[src/rtl/srl_pkg.sv]
package srl_pkg;

   typedef enum logic [2:0] {
      ST_IDLE,
      ST_CMD,
      ST_DATA,
      ST_WRITE,
      ST_GAP
   } ld_state_e;

   function automatic int max2(input int a, input int b);
      return (a > b) ? a : b;
   endfunction

endpackage

[src/rtl/srl_counter.sv]
module srl_counter #(
   parameter int W     = 4,
   parameter int LIMIT = 15
) (
   input  logic         clk,
   input  logic         rst_n,
   input  logic         clr,
   input  logic         inc,
   output logic [W-1:0] cnt,
   output logic         at_limit
);

   if (LIMIT >= (1 << W)) begin : g_bad_limit
      $error("srl_counter: LIMIT does not fit in W bits");
   end

   always_ff @(posedge clk or negedge rst_n) begin
      if (!rst_n)     cnt <= '0;
      else if (clr)   cnt <= '0;
      else if (inc)   cnt <= cnt + 1'b1;
   end

   assign at_limit = (cnt == W'(LIMIT));

endmodule

[src/rtl/srl_shifter.sv]
module srl_shifter #(
   parameter int W         = 16,
   parameter bit MSB_FIRST = 1'b1
) (
   input  logic         clk,
   input  logic         rst_n,
   input  logic         load,
   input  logic [W-1:0] par_in,
   input  logic         shift,
   input  logic         sin,
   output logic [W-1:0] q
);

   logic [W-1:0] nxt;

   if (W < 2) begin : g_bad_width
      $error("srl_shifter: W must be at least 2");
   end

   if (MSB_FIRST) begin : g_left
      assign nxt = {q[W-2:0], sin};
   end else begin : g_right
      assign nxt = {sin, q[W-1:1]};
   end

   always_ff @(posedge clk or negedge rst_n) begin
      if (!rst_n)      q <= '0;
      else if (load)   q <= par_in;
      else if (shift)  q <= nxt;
   end

endmodule

[src/rtl/spi_rom_loader.sv]
module spi_rom_loader
   import srl_pkg::*;
#(
   parameter int         ADDR_W  = 10,
   parameter int         DATA_W  = 16,
   parameter logic [1:0] RD_CODE = 2'b10,
   parameter int         GAP_CYC = 4
) (
   input  logic              clk,
   input  logic              rst_n,
   input  logic              load_en,
   output logic              spi_cs_n,
   output logic              spi_sclk,
   output logic              spi_mosi,
   input  logic              spi_miso,
   output logic              sram_we,
   output logic [ADDR_W-1:0] sram_addr,
   output logic [DATA_W-1:0] sram_wdata,
   output logic              done
);

   localparam int WORDS    = 1 << ADDR_W;
   localparam int CMD_BITS = 3 + ADDR_W;
   localparam int BIT_W    = $clog2(max2(CMD_BITS, DATA_W) + 1);
   localparam int GAP_W    = $clog2(GAP_CYC + 1);

   if (ADDR_W < 1 || ADDR_W > 16) begin : g_bad_addr
      $error("spi_rom_loader: ADDR_W out of range");
   end
   if (DATA_W < 2) begin : g_bad_data
      $error("spi_rom_loader: DATA_W must be at least 2");
   end
   if (GAP_CYC < 3) begin : g_bad_gap
      $error("spi_rom_loader: GAP_CYC must give two serial periods of deselect");
   end

   ld_state_e st_q, st_d;
   logic      ph_q, ph_d;
   logic      le_q, cs_n_q, sclk_q, done_q;

   logic                start, next_word, cmd_load, in_xfer_d;
   logic [CMD_BITS-1:0] cmd_val, cmd_q;
   logic [DATA_W-1:0]   data_q;
   logic [ADDR_W-1:0]   word_cnt;
   logic                word_last;
   logic [BIT_W-1:0]    bit_cnt;
   logic                data_last, cmd_last;
   logic [GAP_W-1:0]    gap_cnt_unused;
   logic                gap_last;
   logic                cmd_unused;

   assign start     = load_en & ~le_q & (st_q == ST_IDLE);
   assign next_word = (st_q == ST_GAP) & gap_last & ~word_last;
   assign cmd_load  = start | next_word;
   assign cmd_val   = {1'b1, RD_CODE, (start ? '0 : word_cnt + 1'b1)};
   assign cmd_last  = (bit_cnt == BIT_W'(CMD_BITS - 1));

   always_comb begin
      st_d = st_q;
      ph_d = 1'b0;
      case (st_q)
         ST_IDLE:  if (start) st_d = ST_CMD;
         ST_CMD: begin
            ph_d = ~ph_q;
            if (ph_q && cmd_last) st_d = ST_DATA;
         end
         ST_DATA: begin
            ph_d = ~ph_q;
            if (ph_q && data_last) st_d = ST_WRITE;
         end
         ST_WRITE: st_d = ST_GAP;
         ST_GAP:   if (gap_last) st_d = word_last ? ST_IDLE : ST_CMD;
         default:  st_d = ST_IDLE;
      endcase
   end

   assign in_xfer_d = (st_d == ST_CMD) || (st_d == ST_DATA);

   always_ff @(posedge clk or negedge rst_n) begin
      if (!rst_n) begin
         st_q   <= ST_IDLE;
         ph_q   <= 1'b0;
         le_q   <= 1'b0;
         cs_n_q <= 1'b1;
         sclk_q <= 1'b0;
         done_q <= 1'b0;
      end else begin
         st_q   <= st_d;
         ph_q   <= ph_d;
         le_q   <= load_en;
         cs_n_q <= ~in_xfer_d;
         sclk_q <= in_xfer_d & ph_d;
         if (start)
            done_q <= 1'b0;
         else if ((st_q == ST_GAP) && gap_last && word_last)
            done_q <= 1'b1;
      end
   end

   srl_shifter #(.W(CMD_BITS), .MSB_FIRST(1'b1)) u_cmd_sr (
      .clk    (clk),
      .rst_n  (rst_n),
      .load   (cmd_load),
      .par_in (cmd_val),
      .shift  ((st_q == ST_CMD) & ph_q),
      .sin    (1'b0),
      .q      (cmd_q)
   );

   srl_shifter #(.W(DATA_W), .MSB_FIRST(1'b1)) u_data_sr (
      .clk    (clk),
      .rst_n  (rst_n),
      .load   (1'b0),
      .par_in ('0),
      .shift  ((st_q == ST_DATA) & ~ph_q),
      .sin    (spi_miso),
      .q      (data_q)
   );

   srl_counter #(.W(BIT_W), .LIMIT(DATA_W - 1)) u_bit_cnt (
      .clk      (clk),
      .rst_n    (rst_n),
      .clr      (cmd_load | ((st_q == ST_CMD) & ph_q & cmd_last)),
      .inc      (((st_q == ST_CMD) | (st_q == ST_DATA)) & ph_q),
      .cnt      (bit_cnt),
      .at_limit (data_last)
   );

   srl_counter #(.W(ADDR_W), .LIMIT(WORDS - 1)) u_word_cnt (
      .clk      (clk),
      .rst_n    (rst_n),
      .clr      (start),
      .inc      (next_word),
      .cnt      (word_cnt),
      .at_limit (word_last)
   );

   srl_counter #(.W(GAP_W), .LIMIT(GAP_CYC - 1)) u_gap_cnt (
      .clk      (clk),
      .rst_n    (rst_n),
      .clr      (st_q == ST_WRITE),
      .inc      (st_q == ST_GAP),
      .cnt      (gap_cnt_unused),
      .at_limit (gap_last)
   );

   assign cmd_unused = ^cmd_q[CMD_BITS-2:0];

   assign spi_cs_n   = cs_n_q;
   assign spi_sclk   = sclk_q;
   assign spi_mosi   = cmd_q[CMD_BITS-1];
   assign sram_we    = (st_q == ST_WRITE);
   assign sram_addr  = word_cnt;
   assign sram_wdata = data_q;
   assign done       = done_q;

endmodule

[config.mk]
export PLATFORM = sky130hd
export DESIGN_NAME = spi_rom_loader
export DESIGN_NICKNAME = d
export VERILOG_FILES = /design/src/rtl/srl_pkg.sv /design/src/rtl/srl_counter.sv /design/src/rtl/srl_shifter.sv /design/src/rtl/spi_rom_loader.sv
export SDC_FILE = /design/constraint.sdc
export NUM_CORES = 1
export LEC_CHECK = 0
export ABC_AREA = 0
export BUFFER_PORTS_ARGS = -buffer_cell sky130_fd_sc_hd__buf_2
export CORE_MARGIN = 1
export CORE_UTILIZATION = 58
export CTS_BUF_LIST = sky130_fd_sc_hd__clkbuf_16
export CTS_CLUSTER_SIZE = 24
export DETAILED_ROUTE_END_ITERATION = 7
export PLACE_DENSITY = 0.8
export SLEW_MARGIN = 20
export SYNTH_ARGS = -nofsm -noshare
export SYNTH_HDL_FRONTEND = slang
export SYNTH_HIERARCHICAL = 1
export SYNTH_SLANG_ARGS = --single-unit
[constraint.sdc]
create_clock -name clk -period 3.21 [get_ports clk]
set_clock_uncertainty 0.2 [all_clocks]
set_input_delay 0.321 -clock clk [delete_from_list [all_inputs] [get_ports clk]]
set_output_delay 0.321 -clock clk [all_outputs]
set_load 0.01 [all_outputs]
# == Yosys cells after proc, flatten, opt, wreduce, memory -nomap -nowiden ==
# Cells that the tools add are included.
# word_totals
latch_bits,0
ram_bits,0
reg_bits,55
romBits,0
memories,0
elab_cells,70
# op_classes
bitwise_logic,16
shifts,0
n_mux,18
n_div,0
multipliers,0
n_eq_ne,10
magnitude_cmp,0
reduce_logical,12
n_addsub,3
# ops
operator,count
$mux 10,3
$mux 13,2
$mux 3,6
$pmux 3 s5,1
$eq 3x2->1 const B,4
$add 10x1->10 const B,1
$eq 10x10->1 const B,1
$eq 5x4->1 const B,2
$mux 5,2
$reduce_bool 2->1,5
$and 1x1->1,9
$eq 3x1->1 const B,2
$add 5x1->5 const B,1
$logic_and 1x1->1,4
$mux 1,4
$not 1->1,4
$add 3x1->3 const B,1
$eq 3x3->1 const B,1
$logic_not 3->1,1
$or 1x1->1,3
$reduce_or 2->1,1
$logic_or 1x1->1,1

# == Longest topological paths before layout ==
# depth
ltp_word,8
ltp_mapped,9

# == Hierarchy ==
# Netlist, hierarchy kept.
# modules_own_cells
module,seq_area_each_um2,area_each_um2,n_inst,cells_per_inst
srl_shifter (u_data_sr),400.4,744.5,1,69
spi_rom_loader,201.4,618.1,1,76
srl_shifter (u_cmd_sr),325.3,610.6,1,56
srl_counter (u_word_cnt),250.2,504.2,1,49
srl_counter (u_bit_cnt),125.1,270.3,1,23
srl_counter (u_gap_cnt),75.1,141.4,1,12

# == Least setup slack after synthesis ==
# Ideal clock, no wire load.
# synth_path
path_kind,register to register
startpoint,reg u_word_cnt.cnt[0]
endpoint,reg u_word_cnt.cnt[9]
n_path_buf,1
stages_incl_launch_ff,10
slack_ps,864
arrival_ps,2068
path_cell_list,dfrtp_1 > ha_1 > nand3_1 > nor3_1 > nand3b_1 > inv_1 > buf_2 > o2111ai_4 > or4_1 > a21oi_1
# synth_between
elab_chain_cells,4
word_cells_on_any_way,7
classes_between,1 x add/sub; 1 x eq/ne; 2 x mux; 2 x bitwise; 1 x reduce/logical
# synth_rtl
element,line_no,source
"start, declared",srl_counter.sv:9,"output logic [W-1:0] cnt,"
"start signal, assigned",srl_counter.sv:20,else if (inc) cnt <= cnt + 1'b1;
$eq 10x10->1,srl_counter.sv:23,assign at_limit = (cnt == W'(LIMIT));
via word_last,spi_rom_loader.sv:45,logic word_last;
$not 1->1,spi_rom_loader.sv:53,assign next_word = (st_q == ST_GAP) & gap_last & ~word_last;
$and 1x1->1,spi_rom_loader.sv:53,
via next_word,spi_rom_loader.sv:41,"logic start, next_word, cmd_load, in_xfer_d;"
$reduce_bool 2->1 (no line),-,
# The timed path passes the listed nets, and every way through them passes these cells. The select of a mux whose other input is x is not followed.
# A chain may end at the register's enable or synchronous reset.

# == Worst setup path in the final report ==
# layout_path
startpoint,reg st_q[2]
endpoint,reg u_word_cnt.cnt[9]
# layout_between
elab_chain_cells,4
word_cells_on_any_way,7
classes_between,1 x eq/ne; 1 x mux; 3 x bitwise; 2 x reduce/logical
# layout_rtl
element,line_no,source
"start, declared",spi_rom_loader.sv:37,"ld_state_e st_q, st_d;"
"start signal, assigned",spi_rom_loader.sv:88,st_q <= st_d;
$eq 3x3->1,spi_rom_loader.sv:53,
$and 1x1->1 (2 in series),spi_rom_loader.sv:53,
via next_word,spi_rom_loader.sv:41,
$reduce_bool 2->1 (no line),-,
# The timed path passes the listed nets, and every way through them passes these cells.

==> impl_metrics.csv <==
group,metric,value,unit
clocking,postCtsSetupRepairBufs,0,
placed_design,io_buffer_count,34,
setup_path,worstPathRequired,3.22,ns
synth,ys_seq_elements,55,
floorplan,rows,25,
worst_hold_path,min_path_type,"in2reg",
synth,synthDominantCellAreaShare,46.77,%
detailed_routing,drt_iter0_drc,78,
synth,syn-instance-count,285,
finish,layoutNonFillerInstCount,409,
sta,setup_ws,0.6572,ns
global_route,use_met3,4.558,%
finish,finalNetCount,351,
global_route,use_met2,35.72,%
clocking,root_buffer,"clkbuf_16",
detailed_routing,vias,2147,
detailed_routing,ant_nets,0,
synth,yosysUniqueCellTypes,44,
global_route,top_usage_layer,"met2",
global_route,grt_pass1_wl,8714,µm
synth,synthTopCellsByArea,"dfrtp_1 47%, mux2i_1 11%, nand2_1 4.5%",
sta,worst_pin_slew,0.7468,ns
run_status,status,"finished, final reports clean",
floorplan,core-area,4755,µm²
global_route,grt-ovfl-total,0,
detailed_routing,vias_per_cell,5.249,
sta,max-slew-margin-rel,49.43,%
clocking,clock_path_buffers,2,
sta,timing.setup.tns,0,ns
synth,syn_area,2889,µm²
power_and_ir_drop,peakVddDrop,0.2475,mV
detailed_routing,wl_per_cell,12.86,µm
clocking,cts_made_buffers,5,
sta,final_max_slew_viol_count,0,
detailed_routing,drcViolationCount,0,
sta,timing.final.hold_violations,0,
sta,rsz0062_at_grt,"false",
setup_path,cp_max_fo,9,
power_and_ir_drop,p_leak,1.379,nW
finish,layout_common_cells,"54 x dfrtp_1, 35 x nand2_1, 34 x buf_2, 32 x mux2i_1, 25 x conb_1",
global_route,antenna_found_initial,0,
setup_path,end_kind,"register",
placed_design,gp_congestion,0.7532,
flow_run,max_cap_viol_count,0,
sta,period_minus_slack,2.553,ns
floorplan,dieArea,5267,µm²
setup_path,crit_path_start_kind,"register",
sta,holdWs,0.1611,ns
detailed_routing,dr.pass1.iters,4,
finish,area_delta_synth_final,15.03,%
floorplan,start_util,60.76,%
detailed_routing,wirelength,5258,µm
global_route,grt_max_degree,35,
sta,layout_worst_path_cycle_share,79.53,%
setup_path,arrival,2.57,ns
setup_path,max_stage_delay,0.49,ns
finish,layout_commonest_cell,"dfrtp_1",
global_route,grt_pass1_vias,1972,
power_and_ir_drop,p_per_area,413.2,nW/µm²
clocking,h-tree-depth,2,
clocking,clock_latency,0.29,ns
global_route,use_met1,27.98,%
setup_path,crit_type,"reg2reg",
sta,fmax,0.3917,GHz
sta,setup_viol_count_final,0,
placed_design,dp_slack,0.6762,ns
placed_design,placed_cells,399,
setup_path,cp_cell_sequence,"nor3b_2 -> nand3b_1 -> inv_1 -> o2111ai_4 -> or4_1 -> a21oi_1",
floorplan,io_pins,35,
synth,yosysSeqAreaShare,47.68,%
global_route,grtUsageTotal,21.26,%
setup_path,cp_slowest_cell,"nor3b_2",
floorplan,die_y,72.58,µm
clocking,cts_sinks,55,
clocking,tritoncts,"done",
synth,yosys_warnings,6,
synth,yosysTopAreaCell,"dfrtp_1",
synth,synth_area_per_cell,10.14,µm²
clocking,path_clk_slew,0.07,ns
finish,drive_gt1_share,17.25,%
finish,antennaDiodeCount,0,
placed_design,dp_hpwl,3693,µm
floorplan,die_w,72.58,µm
[metal layers]
layer	vias to the layer above	routed length, µm
met5	-	0
met3	7	143
met2	33	2643
met1	1017	2407
li1	1090	-
met4	0	63
[critical path, delay by kind of cell, from the launching register on]
family	cells	cell delay, ns
AOI/OAI and AO/OA	2	0.35
and+or+nand+nor	3	1.17
buffers and inverters	1	0.28
DFF	1	0.48
[synth_stat cells (all sizes together)]
cell     instances
clkbuf           3
nand3b           3
inv              8
nand2b           2
nand4            6
a211oi           3
xor2             4
mux2i           32
and3             1
nand3            8
a21o             1
or4              3
and2             2
dfrtp           54
a31oi            1
a211o            1
o311ai           1
conb             2
a21oi           13
nand2           35
nor3             1
nor2b            4
and4bb           1
nor3b            3
dfstp            1
a21bo            1
xnor2            5
and3b            1
mux2             1
o21ai           36
o31ai            3
buf             11
or3              7
nor2            19
ha               6
o2111ai          1
and2b            1
[area by class of cell]
cell class                      instances  area [µm²]
Multi-Input combinational cell        231        1460
Fill cell                             382        1431
Sequential cell                        55        1378
Timing Repair Buffer                   40       220.2
Clock buffer                            5       125.1
Tap cell                               67       83.83
Inverter                                8       30.03
Clock inverter                          3       26.28
[stage by stage]
stage / utilization [%] / total power [mW] / cell area [µm²]
after floorplan: - / 0.7937 / 2975
after global placement: 66.29 / 0.8320 / 3152
after detailed placement: 66.29 / 0.8350 / 3152
after CTS: 69.89 / 1.388 / 3323
after global routing: 69.89 / 1.429 / 3323
final: 69.89 / 1.373 / 3323
[cell families (layout without fill, tap and decap cells)]
group | after synthesis | in the layout | share of synthesized area (%)
buffers and inverters | 22 | 56 | 5.024
other | 2 | 25 | 0.2599
AND/OR/NAND/NOR | 97 | 97 | 17.71
multiplexers | 33 | 33 | 11.61
AO/OA/AOI/OAI | 61 | 61 | 12.39
XOR/XNOR | 9 | 9 | 2.728
adder cells (fa/ha/maj) | 6 | 6 | 2.598
flip-flops | 55 | 55 | 47.68
[worst paths after layout]
| check | end | depth (start not counted) | start | slack, ns |
|---|---|---|---|---|
| setup / recovery | u_word_cnt/cnt[9] | 6 | st_q[2] | 0.66 |
| hold / removal | u_data_sr/q[0] | 3 | spi_miso | 0.16 |
| setup reg to reg | u_word_cnt/cnt[9] | 6 | st_q[2] | 0.66 |
| hold reg to reg | done | 2 | done | 0.33 |
| max in group asynchronous | spi_cs_n | 3 | rst_n | 1.66 |
| min in group asynchronous | u_data_sr/q[5] | 2 | rst_n | 0.32 |
[timing repair]
| action | CTS | global route |
|---|---|---|
| endpoints found under the hold margin | 22 | 0 |
| hold buffers | 2 | 0 |
| setup endpoints to repair | 0 | 0 |
| resized for setup | 0 | 0 |
[power by group]
part,internal (mW),switching [mW],leakage [nW]
combinational,0.0342,0.0537,0.667
clock,0.296,0.252,0.0748
sequential,0.719,0.0173,0.638
total,1.05,0.323,1.38
[sequential cells by signal, summed over array words and instances (netlist names)]
name,cells
done,1
le_q,1
ph_q,1
spi_cs_n,1
spi_sclk,1
st_q,3
u_bit_cnt/cnt,5
u_cmd_sr/q,13
u_data_sr/q,16
u_gap_cnt/cnt,3
u_word_cnt/cnt,10
Power figures use the tool's default switching activity.
